[src/rtl/ic_irq_pkg.sv]
package ic_irq_pkg;
  localparam int unsigned SRC_W = 12;

  localparam int unsigned B_RX_UNDER  = 0;
  localparam int unsigned B_RX_OVER   = 1;
  localparam int unsigned B_RX_FULL   = 2;
  localparam int unsigned B_TX_OVER   = 3;
  localparam int unsigned B_TX_EMPTY  = 4;
  localparam int unsigned B_RD_REQ    = 5;
  localparam int unsigned B_TX_ABRT   = 6;
  localparam int unsigned B_RX_DONE   = 7;
  localparam int unsigned B_ACTIVITY  = 8;
  localparam int unsigned B_STOP_DET  = 9;
  localparam int unsigned B_START_DET = 10;
  localparam int unsigned B_GEN_CALL  = 11;

  // Sources that follow a level instead of being latched
  localparam logic [SRC_W-1:0] LEVEL_MASK = SRC_W'((1 << B_RX_FULL) | (1 << B_TX_EMPTY));

  localparam logic [7:0] OFS_MSTAT    = 8'h2C;
  localparam logic [7:0] OFS_ENABLE   = 8'h30;
  localparam logic [7:0] OFS_RAW      = 8'h34;
  localparam logic [7:0] OFS_CLR_ALL  = 8'h40;
  localparam logic [7:0] OFS_CLR_BASE = 8'h44;
  localparam logic [7:0] OFS_ABORT    = 8'h80;

  typedef enum logic [2:0] {
    RS_NONE,
    RS_MSTAT,
    RS_ENABLE,
    RS_RAW,
    RS_CLR_ONE,
    RS_CLR_ALL,
    RS_ABORT
  } rd_sel_e;

  // Individual clear offset of a latched source: ranked among latched bits
  function automatic logic [7:0] clr_ofs(input int unsigned b);
    int unsigned k;
    k = 0;
    for (int unsigned i = 0; i < SRC_W; i++) begin
      if (i < b && !LEVEL_MASK[i]) k++;
    end
    return OFS_CLR_BASE + 8'(4 * k);
  endfunction
endpackage

[src/rtl/ic_irq_decode.sv]
module ic_irq_decode
  import ic_irq_pkg::*;
#(
  parameter int unsigned ADDR_W = 8
) (
  input  logic              clk,
  input  logic              rst_n,
  input  logic [ADDR_W-1:0] addr_i,
  input  logic              rd_en_i,
  input  logic              wr_en_i,
  output logic [SRC_W-1:0]  clr_vec_o,
  output logic [SRC_W-1:0]  clr_pick_o,
  output logic              clr_all_o,
  output logic              abort_clr_o,
  output logic              enable_we_o,
  output rd_sel_e           rd_sel_o
);
  logic [SRC_W-1:0] pick;

  for (genvar i = 0; i < SRC_W; i++) begin : g_pick
    if (LEVEL_MASK[i]) begin : g_level
      assign pick[i] = 1'b0;
    end else begin : g_latched
      localparam logic [7:0] MY_OFS = clr_ofs(i);
      assign pick[i] = rd_en_i && (addr_i == ADDR_W'(MY_OFS));
    end
  end

  always_comb begin
    clr_all_o   = rd_en_i && (addr_i == ADDR_W'(OFS_CLR_ALL));
    abort_clr_o = pick[B_TX_ABRT];
    enable_we_o = wr_en_i && (addr_i == ADDR_W'(OFS_ENABLE));
    clr_pick_o  = pick;
    clr_vec_o   = pick | {SRC_W{clr_all_o}};
  end

  always_comb begin
    rd_sel_o = RS_NONE;
    if (rd_en_i) begin
      if (addr_i == ADDR_W'(OFS_MSTAT))        rd_sel_o = RS_MSTAT;
      else if (addr_i == ADDR_W'(OFS_ENABLE))  rd_sel_o = RS_ENABLE;
      else if (addr_i == ADDR_W'(OFS_RAW))     rd_sel_o = RS_RAW;
      else if (addr_i == ADDR_W'(OFS_CLR_ALL)) rd_sel_o = RS_CLR_ALL;
      else if (addr_i == ADDR_W'(OFS_ABORT))   rd_sel_o = RS_ABORT;
      else if (|pick)                          rd_sel_o = RS_CLR_ONE;
    end
  end

  // At most one individual clear decoded per access
  assert_one_clear_R6: assert property (@(posedge clk) disable iff (!rst_n)
    $onehot0(clr_pick_o));
  // Level-driven sources are never the target of a clear
  assert_level_untouched_R3: assert property (@(posedge clk) disable iff (!rst_n)
    (clr_pick_o & LEVEL_MASK) == '0);
endmodule

[src/rtl/ic_irq_latch.sv]
module ic_irq_latch
  import ic_irq_pkg::*;
(
  input  logic             clk,
  input  logic             rst_n,
  input  logic [SRC_W-1:0] set_i,
  input  logic [SRC_W-1:0] clr_i,
  input  logic             rx_full_i,
  input  logic             tx_empty_i,
  output logic [SRC_W-1:0] raw_o
);
  logic [SRC_W-1:0] lat_q, lat_d;

  always_comb begin
    lat_d = (set_i & ~LEVEL_MASK) | (lat_q & ~clr_i & ~LEVEL_MASK);
  end

  always_ff @(posedge clk or negedge rst_n) begin
    if (!rst_n) lat_q <= '0;
    else        lat_q <= lat_d;
  end

  for (genvar i = 0; i < SRC_W; i++) begin : g_raw
    if (i == B_RX_FULL) begin : g_rxf
      assign raw_o[i] = rx_full_i;
    end else if (i == B_TX_EMPTY) begin : g_txe
      assign raw_o[i] = tx_empty_i;
    end else begin : g_lat
      assign raw_o[i] = lat_q[i];

      assert_event_held_R2: assert property (@(posedge clk) disable iff (!rst_n)
        set_i[i] |=> raw_o[i]);
      assert_clear_drops_R6: assert property (@(posedge clk) disable iff (!rst_n)
        (clr_i[i] && !set_i[i]) |=> !raw_o[i]);
      assert_quiet_holds_R2: assert property (@(posedge clk) disable iff (!rst_n)
        (!clr_i[i] && !set_i[i]) |=> $stable(raw_o[i]));
    end
  end
endmodule

[src/rtl/ic_irq_abort.sv]
module ic_irq_abort #(
  parameter int unsigned CAUSE_W = 12
) (
  input  logic               clk,
  input  logic               rst_n,
  input  logic               abrt_evt_i,
  input  logic [CAUSE_W-1:0] cause_i,
  input  logic               clr_i,
  output logic [CAUSE_W-1:0] cause_o
);
  logic [CAUSE_W-1:0] cause_q, cause_d, cause_new;

  always_comb begin
    cause_new = abrt_evt_i ? cause_i : '0;
    cause_d   = (clr_i ? '0 : cause_q) | cause_new;
  end

  always_ff @(posedge clk or negedge rst_n) begin
    if (!rst_n) cause_q <= '0;
    else        cause_q <= cause_d;
  end

  assign cause_o = cause_q;

  assert_abort_capture_R9: assert property (@(posedge clk) disable iff (!rst_n)
    abrt_evt_i |=> ((cause_o & $past(cause_i)) == $past(cause_i)));
  assert_abort_cleared_R10: assert property (@(posedge clk) disable iff (!rst_n)
    (clr_i && !abrt_evt_i) |=> (cause_o == '0));
  assert_abort_stable_R10: assert property (@(posedge clk) disable iff (!rst_n)
    (!clr_i && !abrt_evt_i) |=> $stable(cause_o));
endmodule

[src/rtl/ic_irq_bank.sv]
module ic_irq_bank
  import ic_irq_pkg::*;
#(
  parameter int unsigned ADDR_W  = 8,
  parameter int unsigned DATA_W  = 32,
  parameter int unsigned CAUSE_W = 12
) (
  input  logic               clk,
  input  logic               rst_n,
  input  logic [ADDR_W-1:0]  addr_i,
  input  logic               rd_en_i,
  input  logic               wr_en_i,
  input  logic [SRC_W-1:0]   wr_data_i,
  output logic [DATA_W-1:0]  rd_data_o,
  input  logic [SRC_W-1:0]   evt_i,
  input  logic               rx_full_i,
  input  logic               tx_empty_i,
  input  logic [CAUSE_W-1:0] abort_cause_i,
  output logic               irq_o
);
  logic [SRC_W-1:0]   clr_vec, clr_pick, raw, masked;
  logic               clr_all, abort_clr, enable_we;
  rd_sel_e            rd_sel;
  logic [SRC_W-1:0]   enable_q, enable_d;
  logic [DATA_W-1:0]  rd_q, rd_d;
  logic [CAUSE_W-1:0] cause;

  ic_irq_decode #(.ADDR_W(ADDR_W)) u_decode (
    .clk         (clk),
    .rst_n       (rst_n),
    .addr_i      (addr_i),
    .rd_en_i     (rd_en_i),
    .wr_en_i     (wr_en_i),
    .clr_vec_o   (clr_vec),
    .clr_pick_o  (clr_pick),
    .clr_all_o   (clr_all),
    .abort_clr_o (abort_clr),
    .enable_we_o (enable_we),
    .rd_sel_o    (rd_sel)
  );

  ic_irq_latch u_latch (
    .clk        (clk),
    .rst_n      (rst_n),
    .set_i      (evt_i),
    .clr_i      (clr_vec),
    .rx_full_i  (rx_full_i),
    .tx_empty_i (tx_empty_i),
    .raw_o      (raw)
  );

  ic_irq_abort #(.CAUSE_W(CAUSE_W)) u_abort (
    .clk        (clk),
    .rst_n      (rst_n),
    .abrt_evt_i (evt_i[B_TX_ABRT]),
    .cause_i    (abort_cause_i),
    .clr_i      (abort_clr),
    .cause_o    (cause)
  );

  // Enable word: written only through its own offset
  always_comb begin
    enable_d = enable_q;
    if (enable_we) enable_d = wr_data_i;
  end

  always_ff @(posedge clk or negedge rst_n) begin
    if (!rst_n) enable_q <= '0;
    else        enable_q <= enable_d;
  end

  always_comb masked = raw & enable_q;

  // Read mux samples pre-clear state
  always_comb begin
    rd_d = rd_q;
    unique case (rd_sel)
      RS_MSTAT:   rd_d = DATA_W'(masked);
      RS_ENABLE:  rd_d = DATA_W'(enable_q);
      RS_RAW:     rd_d = DATA_W'(raw);
      RS_CLR_ONE: rd_d = DATA_W'(|(raw & clr_pick));
      RS_CLR_ALL: rd_d = DATA_W'(|(raw & ~LEVEL_MASK));
      RS_ABORT:   rd_d = DATA_W'(cause);
      default:    rd_d = rd_en_i ? '0 : rd_q;
    endcase
  end

  always_ff @(posedge clk or negedge rst_n) begin
    if (!rst_n) rd_q <= '0;
    else        rd_q <= rd_d;
  end

  assign rd_data_o = rd_q;
  assign irq_o     = |masked;

  assert_no_irq_when_disabled_R5: assert property (@(posedge clk) disable iff (!rst_n)
    (enable_q == '0) |-> !irq_o);
  assert_rd_hold_R11: assert property (@(posedge clk) disable iff (!rst_n)
    !rd_en_i |=> $stable(rd_data_o));
  assert_clear_all_R7: assert property (@(posedge clk) disable iff (!rst_n)
    clr_all |=> ((raw & ~LEVEL_MASK & ~$past(evt_i)) == '0));
  assert_enable_hold_R11: assert property (@(posedge clk) disable iff (!rst_n)
    !enable_we |=> $stable(enable_q));
endmodule

[config.mk]
export PLATFORM = sky130hd
export DESIGN_NAME = ic_irq_bank
export DESIGN_NICKNAME = d
export VERILOG_FILES = /design/src/rtl/ic_irq_pkg.sv /design/src/rtl/ic_irq_decode.sv /design/src/rtl/ic_irq_latch.sv /design/src/rtl/ic_irq_abort.sv /design/src/rtl/ic_irq_bank.sv
export SDC_FILE = /design/constraint.sdc
export NUM_CORES = 1
export LEC_CHECK = 0
export BUFFER_PORTS_ARGS = -buffer_cell sky130_fd_sc_hd__buf_2
export CORE_UTILIZATION = 50
export DETAILED_ROUTE_END_ITERATION = 8
export PLACE_DENSITY = 0.78
export REMOVE_ABC_BUFFERS = 1
export SLEW_MARGIN = 15
export SYNTH_ARGS = -nofsm -noshare
export SYNTH_HDL_FRONTEND = slang
export SYNTH_SLANG_ARGS = --single-unit
[constraint.sdc]
create_clock -name clk -period 2.2 [get_ports clk]
set_input_delay 0.33 -clock clk [delete_from_list [all_inputs] [get_ports clk]]
set_output_delay 0.33 -clock clk [all_outputs]
set_load 0.01 [all_outputs]
Word level (Yosys, flattened, before mapping)
Cells that the tools add are included.

Flip-flop bits (word level): 68. Input port bits: 50. Output and inout port bits: 33. Word-level logic and storage cells: 60.

Eq/ne operators: 21. Muxes and demuxes: 11. Bitwise logic cells: 7. Reductions and logical operators: 17.

Operators with widths (count): $pmux 32 s6 (1); $eq 8x7->1 const B (11); $and 12x12->12 (3); $or 12x12->12 (3); $mux 32 (1); $eq 8x6->1 const B (3); $mux 12 (2); $reduce_or 12->1 (2); $mux 3 (7); $reduce_or 10->1 (2); $logic_and 1x1->1 (12); $not 12->12 (1); $eq 3x3->1 const B (3); $eq 8x8->1 const B (1); $reduce_bool 7->1 (1); $eq 3x2->1 const B (2); $eq 3x1->1 const B (1).

Longest topological paths before layout
Gate-level depths: netlist of the first run.

Depth after elaboration: 12. Mapped depth: 8. Mapped depth without buffers: 5.

Hierarchy
Synthesis of the first run repeated with hierarchy kept, for this count alone.

Cell total of the unflattened synthesis: 307. Area total of the unflattened synthesis: 2880.3 um2.

By module, submodules not included: ic_irq_bank (instances 1, cells an instance 149, area an instance 1524.0 um2, seq. area each 600.6 um2); ic_irq_abort (instances 1, cells an instance 50, area an instance 491.7 um2, seq. area each 300.3 um2); ic_irq_decode (instances 1, cells an instance 76, area an instance 486.7 um2, seq. area each 0.0 um2); ic_irq_latch (instances 1, cells an instance 32, area an instance 377.9 um2, seq. area each 250.2 um2).

Least setup slack after synthesis of the first run
No wires, ideal clock.

Kind: input -> register. From: input port addr_i[2]. To: register rd_q[6] (netlist: rd_data_o[6]). Setup time: 126 ps. Arrival: 1877 ps. Required time: 2074 ps. Path slack: 197 ps. Cell stages on the path: 7. Buffers on the path: 2. Cells stage by stage: buf_4 -> or4b_4 -> a211o_1 -> buf_6 -> nand3_1 -> a21oi_1 -> a311o_1.

Longest elaborated chain between the ends: 12. Elaborated cells on any way between the ends: 41. Classes of those cells: eq/ne (21); mux (8); reduce/logical (12).

Ends and longest elaborated chain: from (decl) (line ic_irq_bank.sv:10) `input logic [ADDR_W-1:0] addr_i,`; $eq 8x7->1 (line ic_irq_decode.sv:25) `assign pick[i] = rd_en_i && (addr_i == ADDR_W'(MY_OFS));`; $logic_and 1x1->1 (line ic_irq_decode.sv:25); $reduce_or 10->1 (line ic_irq_decode.sv:45) `else if (|pick) rd_sel_o = RS_CLR_ONE;`; $mux 3 (line ic_irq_decode.sv:45); $mux 3 (line ic_irq_decode.sv:44) `else if (addr_i == ADDR_W'(OFS_ABORT)) rd_sel_o = RS_ABORT;`; $mux 3 (line ic_irq_decode.sv:43) `else if (addr_i == ADDR_W'(OFS_CLR_ALL)) rd_sel_o = RS_CLR_ALL;`; $mux 3 (line ic_irq_decode.sv:42) `else if (addr_i == ADDR_W'(OFS_RAW)) rd_sel_o = RS_RAW;`; $mux 3 (line ic_irq_decode.sv:41) `else if (addr_i == ADDR_W'(OFS_ENABLE)) rd_sel_o = RS_ENABLE;`; $mux 3 * (line ic_irq_decode.sv:40) `if (addr_i == ADDR_W'(OFS_MSTAT)) rd_sel_o = RS_MSTAT;`; $mux 3 * (line ic_irq_decode.sv:39) `if (rd_en_i) begin`; $eq 3x3->1 (tied with other cells) (line ic_irq_bank.sv:77) `unique case (rd_sel)`; $pmux 32 s6 or $reduce_bool 7->1 (tied branches); to (signal assigned) (line ic_irq_bank.sv:90) `else rd_q <= rd_d;`; to (decl) (line ic_irq_bank.sv:25) `logic [DATA_W-1:0] rd_q, rd_d;`.

Every way passes the cells marked *; elsewhere a longest branch is shown, timed or not. A chain may end at the register's enable or synchronous reset.

Final worst setup path of the first run
From: input port addr_i[1]. To: register rd_q[2] (netlist: rd_data_o[2]).

Same word-level chain as after synthesis.

==> results of run 1 <==
## registers in the layout, summed over array words and instances (netlist names)
register         cells
rd_data_o           12
u_latch.lat_q       10
u_abort.cause_o     12
enable_q            12
## metrics by stage
step | cell area, µm² | hold WS (ns) | cells | TNS [ns]
2_1_floorplan | 2650 | 0.0344 | 262 | 0
3_5_place_dp | 3220 | 0.453 | 417 | -0.0943
5_1_grt | 3310 | 0.145 | 425 | 0
4_1_cts | 3310 | 0.116 | 425 | 0
3_3_place_gp | 3220 | 0.441 | 417 | -0.0413
6_report | 3310 | 0.106 | 425 | 0
## worst min path at each step
stage / cells past startpoint / endpoint / slack, ns / from
after floorplan: 0 / enable_q[0]$_DFFE_PN0P_ / 0.03 / rst_n
after global placement: 2 / u_abort.cause_o[6]$_DFF_PN0_ / 0.44 / rst_n
after detailed placement: 2 / u_abort.cause_o[2]$_DFF_PN0_ / 0.45 / rst_n
after CTS: 2 / enable_q[0]$_DFFE_PN0P_ / 0.12 / rst_n
after global routing: 2 / rd_data_o[6]$_DFFE_PN0P_ / 0.14 / rst_n
final: 2 / u_abort.cause_o[6]$_DFF_PN0_ / 0.11 / rst_n
## power breakdown
part | internal (W) | switching [W]
Clock | 0.000223 | 0.000289
Combinational | 0.000110 | 0.000136
Sequential | 0.000860 | 0.0000142
Total | 0.00119 | 0.000439
## critical path, cell delays in order
cell and delay, ns:
buf_2 0.13, or2_2 0.30, a2111oi_0 0.42, a31oi_1 0.13, or2_1 0.44, a311o_1 0.39
## cells by family after synthesis
| logic type | count (synthesis) | synth area share, % |
|---|---|---|
| muxes | 14 | 5.51 |
| other | 1 | 0.132 |
| xor gates and xnor gates | 2 | 0.617 |
| buffers and inverters | 43 | 9.61 |
| DFF | 46 | 40.5 |
| AOI/OAI and AO/OA | 86 | 25.0 |
| and+or+nand+nor | 91 | 18.6 |
## final cells by class
type                    count  area (µm²)
repair buffers             83         485
well taps                  72        90.1
multi-input cells         213        1490
fillers                   484        2160
inverters                   3        11.3
clock inverters             3        21.3
flip-flops and latches     46        1150
clock buffers               5        68.8
## layout by cell type, fill, tap and decap left out, drive strengths merged, types with 3 or more instances in the layout
| cell | n |
|---|---|
| o21ai | 3 |
| nor2b | 13 |
| dfrtp | 46 |
| a311o | 4 |
| nand2 | 20 |
| a31o | 3 |
| a221oi | 4 |
| nor4bb | 3 |
| buf | 83 |
| nand2b | 7 |
| a2bb2oi | 9 |
| a21o | 9 |
| a21oi | 13 |
| mux2 | 13 |
| clkinv | 3 |
| nor3 | 6 |
| a221o | 7 |
| conb | 20 |
| a22o | 16 |
| nand3 | 16 |
| nor2 | 8 |
| clkbuf | 5 |
## per-layer routing
layer	GRT usage, %	part of all wire (%)
met5	0	0
met1	35.3	45
met2	40.4	47
met3	4.24	6.2
met4	9.81	1.9
==> results.toml, run 1 <==
[status]
outcome = "complete, no violations"

[cts]
insertion_delay_ns = 0.30
clockBufferDepth = 2
ctsHoldBuffers = 0
cts_tree = "built"
post_cts_buffers = 0
cts_buffers = 5
h-tree-depth = 2
post_cts.resized_instances = 0
cts_num_sinks = 46
cts.clk_slew.worst_paths_ns = 0.09
cts-root-buf = "clkbuf_8"

[yosys]
synth_top_cell_by_area = "dfrtp_1"
yosys-top-cells-area = "dfrtp_1 (41%), buf_4 (5.6%), mux2_2 (5.2%)"
synth.most_common_cell = "dfrtp_1"
ys_ff_latch = 46
synth-edff-count = 0
async_flop_share_pct = 100
synth_cell_types = 60
synth-seq-area-share_pct = 40.5
syn_area_mm2 = 0.00284
syn_inst = 283
yosys_warnings = 0
yosys-top-cells-count = "dfrtp_1 (46), buf_4 (21), nand2_1 (20)"
synth_top_area_share_pct = 40.5
synthFlopType = "dfrtp_1"
syn_area_per_cell_um2 = 10.0

[sta]
fin_ws_ns = 0.257
fmax_mhz = 515
rsz0062_at_grt = "false"
worst_slew_pin_slew_ns = 0.592
fin_crit_sh_pct = 88.3
drv_slew = 0
skew_ns = 0.0142
setup_violations = 0
relSlewSlack_pct = 60.5
finalHoldViolCount = 0
period_needed_ns = 1.94

[placed_design]
gp_congestion = 0.916
dp_hpwl_um = 5400
preCtsSetupSlack_ns = -0.0299
io_buffers = 60

[die]
fp.dieH_um = 77.4
core_region_area_mm2 = 0.00547
dieArea_mm2 = 0.00598
initial_core_util_pct = 51.9
die_w_um = 77.4
placementRows = 27
io_pins = 83

[finish]
drive_above_1_share_pct = 32.9
utilization_pct = 60.6
area_growth_pct = 16.7
n_antenna_cell = 0
final_nets = 402

[worst_setup_path]
worstSetupEndpointType = "flop"
criticalPathCategory = "in2reg"
reg2reg_from = "u_latch.lat_q[1]$_DFF_PN0_"
reg2reg_slack_ns = 0.31
cp.required_ns = 2.39
setup.worst_path.end = "rd_data_o[2]$_DFFE_PN0P_"
critPathArrivalTime_ns = 2.13
r2r_end = "rd_data_o[0]$_DFFE_PN0P_"
start_kind = "input pin"
reg2regPathDepth = 5
startpoint = "addr_i[1]"
worstPathMaxFanout = 12

[power_and_ir_drop]
vdd_ir_drop_max_uv = 359
p_leak_nw = 1.60
power_w = 0.00163
power.density_mw_per_mm2 = 493

[grt]
gr-total-overflow = 0
antenna_found_initial = 0
grt_pass1_wl_um = 12000
grtUsageTotal_pct = 25.6
first_global_vias = 2368
grt_max_degree = 47

[drt]
routedWlPerCell_um = 17.2
ant_nets = 0
first_pass_iters = 4
drc = 0
drt_iter0_drc = 227
drt_wl_total_um = 7320
routed_via_density = 5.80
via_count = 2463

[run]
maxCapViolCount = 0

[worst_hold_path]
hp-class = "in2async"
Note: power is estimated with default switching activity, not from simulation.
==> run 2, diff against run 1 <==
- CORE_UTILIZATION: 50 -> 51
- PLACE_DENSITY: 0.78 -> 0.79
==> run 2 against run 1 <==
  * Critical path type unchanged
  * Clock power hardly changed
  * Sequential power is essentially flat
  * Highest routed layer unchanged
  * Hold slack better by 0.10 ns
  * Largest cell class unchanged
  * Combinational power rose by 2%
  * Sequential cell count is the same
==> results.toml, run 2 (synthesized netlist as in run 1, its figures left out) <==
[drt]
wirelength_met1_um = 3400
drt_wl_total_um = 7280
ant_nets = 0
first_pass_iters = 4
drc = 0
drt_iter0_drc = 250
wl_met3_um = 462
maxUsedRoutingLayer = "met4"
routedWlPerCell_um = 17.0
routed_via_density = 5.79
wl_met2_um = 3270
via_count = 2485

[cts]
post_cts.resized_instances = 0
cts_tree = "built"
cts.clk_slew.worst_paths_ns = 0.09
cts-root-buf = "clkbuf_8"
insertion_delay_ns = 0.30
h-tree-depth = 2
post_cts_buffers = 0
clockBufferDepth = 2
cts_buffers = 5
cts_num_sinks = 46

[die]
io_pins = 83
placementRows = 26
core_region_area_mm2 = 0.00524
dieArea_mm2 = 0.00587
initial_core_util_pct = 54.2
fp.dieH_um = 76.6
die_w_um = 76.6

[power_and_ir_drop]
p_leak_nw = 1.62
power.density_mw_per_mm2 = 489
vdd_ir_drop_max_uv = 351

[sta]
rsz0062_at_grt = "false"
finalHoldViolCount = 0
drv_slew = 0
fmax_mhz = 516
fin_crit_sh_pct = 88.0
setup_violations = 0
period_needed_ns = 1.94
skew_ns = 0.00891

[grt]
grt_pass1_wl_um = 11600
antenna_found_initial = 0
grt_max_degree = 20
gr-total-overflow = 0
grtUsageTotal_pct = 25.4
first_global_vias = 2335

[status]
outcome = "complete, no violations"

[worst_setup_path]
worstPathMaxFanout = 12
cpMaxStageDelayCell = "a2111oi_0"
criticalPathCategory = "in2reg"
crit_path_cell_trace = "buf_2 -> or2_2 -> a2111oi_0 -> a31oi_1 -> or2_1 -> a311o_1"
critPathMaxStageDelay_ns = 0.44
reg2reg_from = "u_latch.lat_q[1]$_DFF_PN0_"
critPathArrivalTime_ns = 2.13
r2r_end = "rd_data_o[0]$_DFFE_PN0P_"
worstSetupEndpointType = "flop"
startpoint = "addr_i[1]"
reg2reg_slack_ns = 0.38
cp.required_ns = 2.39
reg2regPathDepth = 5
start_kind = "input pin"
setup.worst_path.end = "rd_data_o[2]$_DFFE_PN0P_"

[worst_hold_path]
hp-class = "in2reg"
hold_start = "evt_i[10]"

[placed_design]
dpl.cell_count = 420
gp_congestion = 0.880
dp_hpwl_um = 5520
io_buffers = 60

[finish]
n_antenna_cell = 0
drive_above_1_share_pct = 33.7
stdcell_count = 429
final_common_cell = "buf_2"
area_growth_pct = 17.9
final_cell_mix = "buf_2 (60), dfrtp_1 (46), buf_4 (28)"
final_nets = 408
utilization_pct = 63.9

[run]
maxCapViolCount = 0
run 2: stage by stage:
| step | hold slack, ns | total power, W | TNS [ns] | cell area [µm²] | setup WS, ns |
|---|---|---|---|---|---|
| floorplan | 0.0344 | 0.000992 | 0 | 2650 | 0.211 |
| global route | 0.205 | 0.00171 | 0 | 3350 | 0.157 |
| global placement | 0.208 | 0.00114 | -0.142 | 3250 | -0.0330 |
| finish | 0.210 | 0.00164 | 0 | 3350 | 0.263 |
| detailed placement | 0.205 | 0.00114 | -0.395 | 3250 | -0.0580 |
| CTS | 0.206 | 0.00164 | 0 | 3350 | 0.268 |
run 2: where the power goes:
part,switching [W],internal (W)
clock,0.000287,0.000223
sequential,0.0000141,0.000860
combinational,0.000135,0.000117
total,0.000436,0.00120
run 2: worst min-delay path by stage:
stage | cells after the start | to
floorplan | 0 | enable_q[0]$_DFFE_PN0P_
global placement | 1 | u_latch.lat_q[11]$_DFF_PN0_
detailed placement | 1 | u_latch.lat_q[3]$_DFF_PN0_
CTS | 2 | u_latch.lat_q[10]$_DFF_PN0_
global route | 2 | u_latch.lat_q[9]$_DFF_PN0_
finish | 2 | u_latch.lat_q[10]$_DFF_PN0_
run 2: metal layers:
metal | vias up | global-route usage [%]
met2 | 110 | 37.7
met1 | 1185 | 36.9
met5 | - | 0
met3 | 13 | 4.43
li1 | 1177 | -
met4 | 0 | 9.42
run 2: worst max-delay path: cells and delay by family:
family | cells | cell delay [ns]
compound gates | 3 | 0.95
buf+inv | 1 | 0.10
simple gates | 2 | 0.74
run 2: layout make-up:
type,instances,area [µm²]
inverters,3,11.3
fillers,460,1890
repair buffers,89,520
well taps,70,87.6
flip-flops and latches,46,1150
clock inverters,3,21.3
multi-input cells,213,1490
clock buffers,5,68.8
run 2: what timing repair did:
action / CTS / global route
endpoints found under the setup margin: 0 / 0
endpoints found under the hold margin: 10 / 0
hold buffers: 1 / 0
